**src/rtl/adc_seq_pkg.sv**
```systemverilog
package adc_seq_pkg;

  typedef enum logic [1:0] {
    SEQ_IDLE  = 2'd0,
    SEQ_SETUP = 2'd1,
    SEQ_XFER  = 2'd2,
    SEQ_GAP   = 2'd3
  } seq_state_t;

  typedef enum logic [1:0] {
    ENG_IDLE = 2'd0,
    ENG_LO   = 2'd1,
    ENG_HI   = 2'd2
  } eng_state_t;

  localparam int unsigned BYTE_W   = 8;
  localparam int unsigned CODE_W   = 5;
  localparam int unsigned SAMPLE_W = 12;
  localparam int unsigned OUT_W    = 16;
  localparam int unsigned N_BYTES  = 3;

  function automatic logic [BYTE_W-1:0] make_cmd(input logic [CODE_W-1:0] code);
    return {1'b1, code, 2'b11};
  endfunction

endpackage

```
**src/rtl/spi_byte_engine.sv**
```systemverilog
module spi_byte_engine
  import adc_seq_pkg::*;
#(
  parameter int unsigned DIV_W = 9
) (
  input  logic              clk,
  input  logic              rst_n,
  input  logic              go,
  input  logic [BYTE_W-1:0] tx_byte,
  input  logic [DIV_W-1:0]  half_div,
  input  logic              miso,
  output logic              sclk,
  output logic              mosi,
  output logic              done,
  output logic [BYTE_W-1:0] rx_byte
);

  localparam int unsigned BIT_W = $clog2(BYTE_W);

  eng_state_t        st_q, st_d;
  logic [DIV_W-1:0]  cnt_q, cnt_d;
  logic [BIT_W-1:0]  bit_q, bit_d;
  logic [BYTE_W-1:0] tx_q, tx_d;
  logic [BYTE_W-1:0] rx_q, rx_d;
  logic              sclk_q, sclk_d;
  logic              done_q, done_d;
  logic [DIV_W-1:0]  half_eff;
  logic              half_end;

  assign half_eff = (half_div == '0) ? DIV_W'(1) : half_div;
  assign half_end = (cnt_q == half_eff - DIV_W'(1));

  always_comb begin
    st_d   = st_q;
    cnt_d  = cnt_q;
    bit_d  = bit_q;
    tx_d   = tx_q;
    rx_d   = rx_q;
    sclk_d = sclk_q;
    done_d = 1'b0;
    unique case (st_q)
      ENG_IDLE: begin
        if (go) begin
          tx_d  = tx_byte;
          cnt_d = '0;
          bit_d = '0;
          st_d  = ENG_LO;
        end
      end
      ENG_LO: begin
        if (half_end) begin
          sclk_d = 1'b1;
          rx_d   = {rx_q[BYTE_W-2:0], miso};
          cnt_d  = '0;
          st_d   = ENG_HI;
        end else begin
          cnt_d = cnt_q + DIV_W'(1);
        end
      end
      ENG_HI: begin
        if (half_end) begin
          sclk_d = 1'b0;
          cnt_d  = '0;
          if (bit_q == BIT_W'(BYTE_W - 1)) begin
            done_d = 1'b1;
            st_d   = ENG_IDLE;
          end else begin
            bit_d = bit_q + BIT_W'(1);
            tx_d  = {tx_q[BYTE_W-2:0], 1'b0};
            st_d  = ENG_LO;
          end
        end else begin
          cnt_d = cnt_q + DIV_W'(1);
        end
      end
      default: st_d = ENG_IDLE;
    endcase
  end

  always_ff @(posedge clk or negedge rst_n) begin
    if (!rst_n) begin
      st_q   <= ENG_IDLE;
      cnt_q  <= '0;
      bit_q  <= '0;
      tx_q   <= '0;
      rx_q   <= '0;
      sclk_q <= 1'b0;
      done_q <= 1'b0;
    end else begin
      st_q   <= st_d;
      cnt_q  <= cnt_d;
      bit_q  <= bit_d;
      tx_q   <= tx_d;
      rx_q   <= rx_d;
      sclk_q <= sclk_d;
      done_q <= done_d;
    end
  end

  assign sclk    = sclk_q;
  assign mosi    = tx_q[BYTE_W-1];
  assign done    = done_q;
  assign rx_byte = rx_q;


  hi_hold_chk: assert property (@(posedge clk) disable iff (!rst_n)
    (st_q == ENG_HI && !half_end) |=> (sclk && $stable(mosi)));


  lo_hold_chk: assert property (@(posedge clk) disable iff (!rst_n)
    (st_q == ENG_LO && !half_end) |=> !sclk);

endmodule

```
**src/rtl/conv_timer.sv**
```systemverilog
module conv_timer #(
  parameter int unsigned TMO_CYCLES = 6000
) (
  input  logic clk,
  input  logic rst_n,
  input  logic clr,
  input  logic en,
  output logic over
);

  localparam int unsigned CW  = $clog2(TMO_CYCLES + 2);
  localparam logic [CW-1:0] LIM = CW'(TMO_CYCLES);

  logic [CW-1:0] cnt_q, cnt_d;

  always_comb begin
    cnt_d = cnt_q;
    if (clr)
      cnt_d = '0;
    else if (en && cnt_q <= LIM)
      cnt_d = cnt_q + CW'(1);
  end

  always_ff @(posedge clk or negedge rst_n) begin
    if (!rst_n) cnt_q <= '0;
    else        cnt_q <= cnt_d;
  end

  assign over = (cnt_q > LIM);


  sat_chk: assert property (@(posedge clk) disable iff (!rst_n)
    (over && !clr) |=> over);

endmodule

```
**src/rtl/result_pack.sv**
```systemverilog
module result_pack
  import adc_seq_pkg::*;
(
  input  logic [BYTE_W-1:0] hi_byte,
  input  logic [BYTE_W-1:0] lo_byte,
  input  logic              signed_mode,
  output logic [OUT_W-1:0]  word
);

  localparam int unsigned EXT_W = OUT_W - SAMPLE_W;

  logic [SAMPLE_W-1:0] sample;
  logic                fill;

  assign sample = {hi_byte[6:0], lo_byte[7:3]};
  assign fill   = signed_mode & sample[SAMPLE_W-1];
  assign word   = {{EXT_W{fill}}, sample};

endmodule

```
**src/rtl/adc_conv_seq.sv**
```systemverilog
module adc_conv_seq
  import adc_seq_pkg::*;
#(
  parameter int unsigned DIV_W      = 9,
  parameter int unsigned GAP_W      = 12,
  parameter int unsigned TMO_CYCLES = 6000
) (
  input  logic             clk,
  input  logic             rst_n,
  input  logic             start,
  input  logic [4:0]       chan_mode,
  input  logic             bipolar,
  input  logic [DIV_W-1:0] half_div,
  input  logic [GAP_W-1:0] gap_cycles,
  input  logic             miso,
  output logic             cs_n,
  output logic             sclk,
  output logic             mosi,
  output logic             busy,
  output logic             result_valid,
  output logic [15:0]      result,
  output logic             timeout_err
);

  localparam int unsigned IDX_W = $clog2(N_BYTES);

  seq_state_t        st_q, st_d;
  logic [IDX_W-1:0]  idx_q, idx_d;
  logic [GAP_W-1:0]  gcnt_q, gcnt_d;
  logic [CODE_W-1:0] code_q, code_d;
  logic              bip_q, bip_d;
  logic [BYTE_W-1:0] b2_q, b2_d;
  logic              cs_q, cs_d;
  logic              busy_q, busy_d;
  logic              vld_q, vld_d;
  logic [OUT_W-1:0]  res_q, res_d;
  logic              terr_q, terr_d;

  logic              eng_go;
  logic [BYTE_W-1:0] eng_tx;
  logic              eng_done;
  logic [BYTE_W-1:0] eng_rx;
  logic              tmr_clr;
  logic              tmr_over;
  logic [OUT_W-1:0]  packed_word;

  spi_byte_engine #(.DIV_W(DIV_W)) u_eng (
    .clk      (clk),
    .rst_n    (rst_n),
    .go       (eng_go),
    .tx_byte  (eng_tx),
    .half_div (half_div),
    .miso     (miso),
    .sclk     (sclk),
    .mosi     (mosi),
    .done     (eng_done),
    .rx_byte  (eng_rx)
  );

  conv_timer #(.TMO_CYCLES(TMO_CYCLES)) u_tmr (
    .clk   (clk),
    .rst_n (rst_n),
    .clr   (tmr_clr),
    .en    (busy_q),
    .over  (tmr_over)
  );

  result_pack u_pack (
    .hi_byte     (b2_q),
    .lo_byte     (eng_rx),
    .signed_mode (bip_q),
    .word        (packed_word)
  );

  assign eng_tx = (idx_q == '0) ? make_cmd(code_q) : '0;

  always_comb begin
    st_d    = st_q;
    idx_d   = idx_q;
    gcnt_d  = gcnt_q;
    code_d  = code_q;
    bip_d   = bip_q;
    b2_d    = b2_q;
    cs_d    = cs_q;
    busy_d  = busy_q;
    vld_d   = 1'b0;
    res_d   = res_q;
    terr_d  = terr_q;
    eng_go  = 1'b0;
    tmr_clr = 1'b0;
    unique case (st_q)
      SEQ_IDLE: begin
        if (start) begin
          code_d  = chan_mode;
          bip_d   = bipolar;
          idx_d   = '0;
          cs_d    = 1'b0;
          busy_d  = 1'b1;
          tmr_clr = 1'b1;
          st_d    = SEQ_SETUP;
        end
      end
      SEQ_SETUP: begin
        eng_go = 1'b1;
        st_d   = SEQ_XFER;
      end
      SEQ_XFER: begin
        if (eng_done) begin
          if (idx_q == IDX_W'(1))
            b2_d = eng_rx;
          if (idx_q == IDX_W'(N_BYTES - 1)) begin
            cs_d   = 1'b1;
            busy_d = 1'b0;
            vld_d  = 1'b1;
            res_d  = packed_word;
            terr_d = tmr_over;
            st_d   = SEQ_IDLE;
          end else begin
            idx_d  = idx_q + IDX_W'(1);
            gcnt_d = '0;
            st_d   = SEQ_GAP;
          end
        end
      end
      SEQ_GAP: begin
        if (gcnt_q == gap_cycles) begin
          eng_go = 1'b1;
          st_d   = SEQ_XFER;
        end else begin
          gcnt_d = gcnt_q + GAP_W'(1);
        end
      end
      default: st_d = SEQ_IDLE;
    endcase
  end

  always_ff @(posedge clk or negedge rst_n) begin
    if (!rst_n) begin
      st_q   <= SEQ_IDLE;
      idx_q  <= '0;
      gcnt_q <= '0;
      code_q <= '0;
      bip_q  <= 1'b0;
      b2_q   <= '0;
      cs_q   <= 1'b1;
      busy_q <= 1'b0;
      vld_q  <= 1'b0;
      res_q  <= '0;
      terr_q <= 1'b0;
    end else begin
      st_q   <= st_d;
      idx_q  <= idx_d;
      gcnt_q <= gcnt_d;
      code_q <= code_d;
      bip_q  <= bip_d;
      b2_q   <= b2_d;
      cs_q   <= cs_d;
      busy_q <= busy_d;
      vld_q  <= vld_d;
      res_q  <= res_d;
      terr_q <= terr_d;
    end
  end

  assign cs_n         = cs_q;
  assign busy         = busy_q;
  assign result_valid = vld_q;
  assign result       = res_q;
  assign timeout_err  = terr_q;


  sclk_idle_chk: assert property (@(posedge clk) disable iff (!rst_n)
    cs_n |-> !sclk);


  cs_idle_chk: assert property (@(posedge clk) disable iff (!rst_n)
    !busy |-> cs_n);


  valid_pulse_chk: assert property (@(posedge clk) disable iff (!rst_n)
    result_valid |-> (cs_n && !busy && !sclk) ##1 !result_valid);


  start_ignored_chk: assert property (@(posedge clk) disable iff (!rst_n)
    (busy && start) |=> ($stable(code_q) && $stable(bip_q)));


  extend_chk: assert property (@(posedge clk) disable iff (!rst_n)
    result_valid |-> (bip_q ? (result[15:12] == {4{result[11]}})
                            : (result[15:12] == 4'h0)));

endmodule

```
**config.mk**
```make
export PLATFORM = sky130hd
export DESIGN_NAME = adc_conv_seq
export DESIGN_NICKNAME = d
export VERILOG_FILES = /design/src/rtl/adc_seq_pkg.sv /design/src/rtl/spi_byte_engine.sv /design/src/rtl/conv_timer.sv /design/src/rtl/result_pack.sv /design/src/rtl/adc_conv_seq.sv
export SDC_FILE = /design/constraint.sdc
export NUM_CORES = 1
export LEC_CHECK = 0
export BUFFER_PORTS_ARGS = -buffer_cell sky130_fd_sc_hd__buf_4
export CAP_MARGIN = 20
export CORE_MARGIN = 1.5
export CORE_UTILIZATION = 51
export DETAILED_ROUTE_END_ITERATION = 6
export PLACE_DENSITY = 0.82
export RECOVER_POWER = 100
export SETUP_SLACK_MARGIN = 0.05
export SYNTH_ARGS = -nofsm -noshare
export SYNTH_HDL_FRONTEND = slang
export SYNTH_SLANG_ARGS = --single-unit
```
**constraint.sdc**
```tcl
create_clock -name clk -period 2.8 [get_ports clk]
set_input_delay 0.14 -clock clk [delete_from_list [all_inputs] [get_ports clk]]
set_output_delay 0.14 -clock clk [all_outputs]
set_load 0.02 [all_outputs]
```
==> results.json <==
{
  "start_kind": "input pin",
  "clockBufferDepth": 2,
  "via_count": 3435,
  "cap_violations": 0,
  "power_density_mw_per_mm2": 705,
  "syn_avg_cell_area_um2": 10.7,
  "critPathMaxFanout": 10,
  "fmax_mhz": 386,
  "rsz0062_at_grt": "false",
  "die_area_mm2": 0.00976,
  "fin_nets": 552,
  "dp_hpwl_um": 6360,
  "stdcell_count": 620,
  "synthArstFlopShare_pct": 100,
  "tritoncts": "yes",
  "io-pin-count": 53,
  "ys_top_cells_by_area": "dfrtp_1 48%, mux2_2 8.4%, xor2_1 5.1%, ha_1 3.7%, nand2_1 3.0%",
  "r2r-end": "u_eng.tx_q[3]",
  "relSlewSlack_pct": 7.95,
  "core_area_mm2": 0.00881,
  "synth-edff-count": 0,
  "rows": 34,
  "final_util_pct": 61.3,
  "period_share_pct": 92.5,
  "finalMaxSlewViolations": 0,
  "clkLatencyLatePin_ns": 0.36,
  "synthCells": 439,
  "grt_overflow_total": 0,
  "ys.warnings.count": 0,
  "hold_violations": 0,
  "synth.distinct_cells": 52,
  "syn_nets": 484,
  "min_path_cells": 2,
  "hold_end": "bip_q",
  "dr.first_iter.drc_count": 164,
  "wl_um": 8960,
  "crit_type": "input pin to flip-flop",
  "grt_pass1_wl_um": 15400,
  "setup_viol": 0,
  "fp.dieH_um": 98.8,
  "wire_per_inst_um": 14.5,
  "grt_max_degree": 92,
  "numCtsBuffers": 9,
  "drive_gt1_share_pct": 20.9,
  "leakagePower_nw": 2.50,
  "startpoint": "half_div[3]",
  "routabilityCongestion": 0.860,
  "fin_area_mm2": 0.00540,
  "antenna_left": 0,
  "status": "completed",
  "arrival_ns": 2.83,
  "tightestPinTransition_ns": 1.38,
  "fp.dieW_um": 98.8,
  "ys_seq_elements": 91,
  "synth_area_mm2": 0.00468,
  "hp-class": "input pin to flip-flop",
  "finClkSkew_ns": 0.0108,
  "place_area_mm2": 0.00527,
  "clock_sinks": 91,
  "dp_cells": 598,
  "fin_crit_ns": 2.59,
  "vdd_drop_max_mv": 0.429,
  "synth-main-ff-cell": "dfrtp_1",
  "ff2ff_path_depth": 7,
  "drt_first_pass_iters": 6,
  "viasPerCell": 5.54,
  "root_buffer": "clkbuf_8",
  "min_from": "bipolar",
  "diodes": 0,
  "antenna_found_initial": 0,
  "clkTransAtPathRegs_ns": 0.09,
  "fillCellCount": 739,
  "h-tree-depth": 3,
  "crit_required_ns": 3.04,
  "yosys.area.top_type": "dfrtp_1",
  "synth.most_common_cell": "dfrtp_1",
  "synth_commonest_cells": "90 x dfrtp_1, 38 x nand2_1, 35 x mux2_2, 35 x nor2_1, 27 x xor2_1",
  "grt_util_all_layers_pct": 19.4,
  "initial_core_util_pct": 53.1,
  "drc_errors": 0,
  "synth_top_cell_area_share_pct": 48.1,
  "yosysSeqAreaShare_pct": 48.7,
  "rrSetupSlack_ns": 0.25,
  "crit_path_end_kind": "flip-flop",
  "area.growth.synth_to_final_pct": 15.4,
  "timing.rr.start": "u_eng.cnt_q[2]",
  "io_buffers": 52,
  "grt_pass1_vias": 3419
}
per-layer routing:
| layer | up-vias | global-route usage (%) | part of all wire [%] |
|---|---|---|---|
| met1 | 1675 | 25.5 | 47 |
| met3 | 12 | 4.40 | 4.1 |
| met4 | 0 | 6.59 | 1.2 |
| met2 | 71 | 32.0 | 48 |
| li1 | 1677 | - | - |
| met5 | - | 0 | 0 |
where the power goes:
part,switching [mW],internal [mW],leakage [nW],total [mW]
Combinational,0.598,0.513,1.25,1.11
Sequential,0.294,1.57,1.16,1.87
Clock,0.489,0.336,0.0879,0.825
Total,1.38,2.42,2.50,3.80
cells by family after synthesis:
kind of cell	after synthesis	synth area share [%]
adder cells (fa/ha/maj)	14	3.74
buffers and inverters	37	3.37
XOR/XNOR	43	8.34
multiplexers	40	9.63
AND/OR/NAND/NOR	149	15.9
AO/OA/AOI/OAI	65	10.3
flip-flops	91	48.7
layout by cell type (no fill, tap or decap), types with 8 or more instances in the layout:
master and n:
clkbuf_8 9, nand3_1 19, ha_1 13, dfrtp_1 90, o21ai_0 17, nor2_1 35
clkbuf_1 28, a21oi_1 9, mux2_2 35, nand2_1 38, xor2_1 27, xnor2_1 15
and3_1 8, inv_1 19, buf_4 41, nor3_1 9
worst max-delay path, cell delays in order:
cell	delay, ns
buf_4	0.13
nor4_4	0.28
a31oi_1	0.15
ha_2	0.35
xor2_1	0.15
nand2_1	0.08
nor3b_1	0.18
nand4_1	0.16
or4_4	0.53
a21o_2	0.31
a221o_1	0.37
cell type report:
| cell class | instances | area (um^2) | area share [%] |
|---|---|---|---|
| inverters | 19 | 71.3 | 1.32 |
| repair buffers | 75 | 470 | 8.72 |
| clock buffers | 9 | 124 | 2.30 |
| multi-input cells | 311 | 2260 | 41.8 |
| well taps | 108 | 135 | 2.50 |
| clock inverters | 7 | 61.3 | 1.14 |
| flip-flops and latches | 91 | 2280 | 42.2 |
worst max path at each step:
stage,end,cells past startpoint
after floorplan,u_eng.tx_q[1],11
after global placement,u_eng.tx_q[3],11
after detailed placement,u_eng.tx_q[3],11
after CTS,u_eng.tx_q[3],11
after global routing,u_eng.tx_q[3],11
final,u_eng.tx_q[3],11
sequential cells by signal, summed over array words and instances, names as in the netlist, 3 cells and up:
name           count
code_q             5
result            13
u_eng.cnt_q        9
gcnt_q            12
u_eng.rx_byte      8
b2_q               7
u_eng.tx_q         8
u_tmr.cnt_q       13
u_eng.bit_q        3
stage by stage:
| step | power (mW) | hold slack, ns | setup TNS [ns] | setup WS [ns] |
|---|---|---|---|---|
| floorplan | 2.69 | -0.156 | 0 | 0.0534 |
| global placement | 2.94 | 0.375 | -0.795 | -0.118 |
| detailed placement | 3.02 | 0.381 | -2.16 | -0.246 |
| CTS | 3.85 | 0.00550 | 0 | 0.129 |
| global route | 4.06 | 0.00392 | 0 | 0.0581 |
| finish | 3.80 | 0.0126 | 0 | 0.210 |
what timing repair did:
action | 4_1_cts | 5_1_grt
hold buffers | 4 | 1
buffers inserted | 0 | 0
endpoints found under the hold margin | 4 | 13
setup endpoints to repair | 0 | 7
gates resized for setup | 0 | 2
Note: power is estimated with default switching activity, not from simulation.
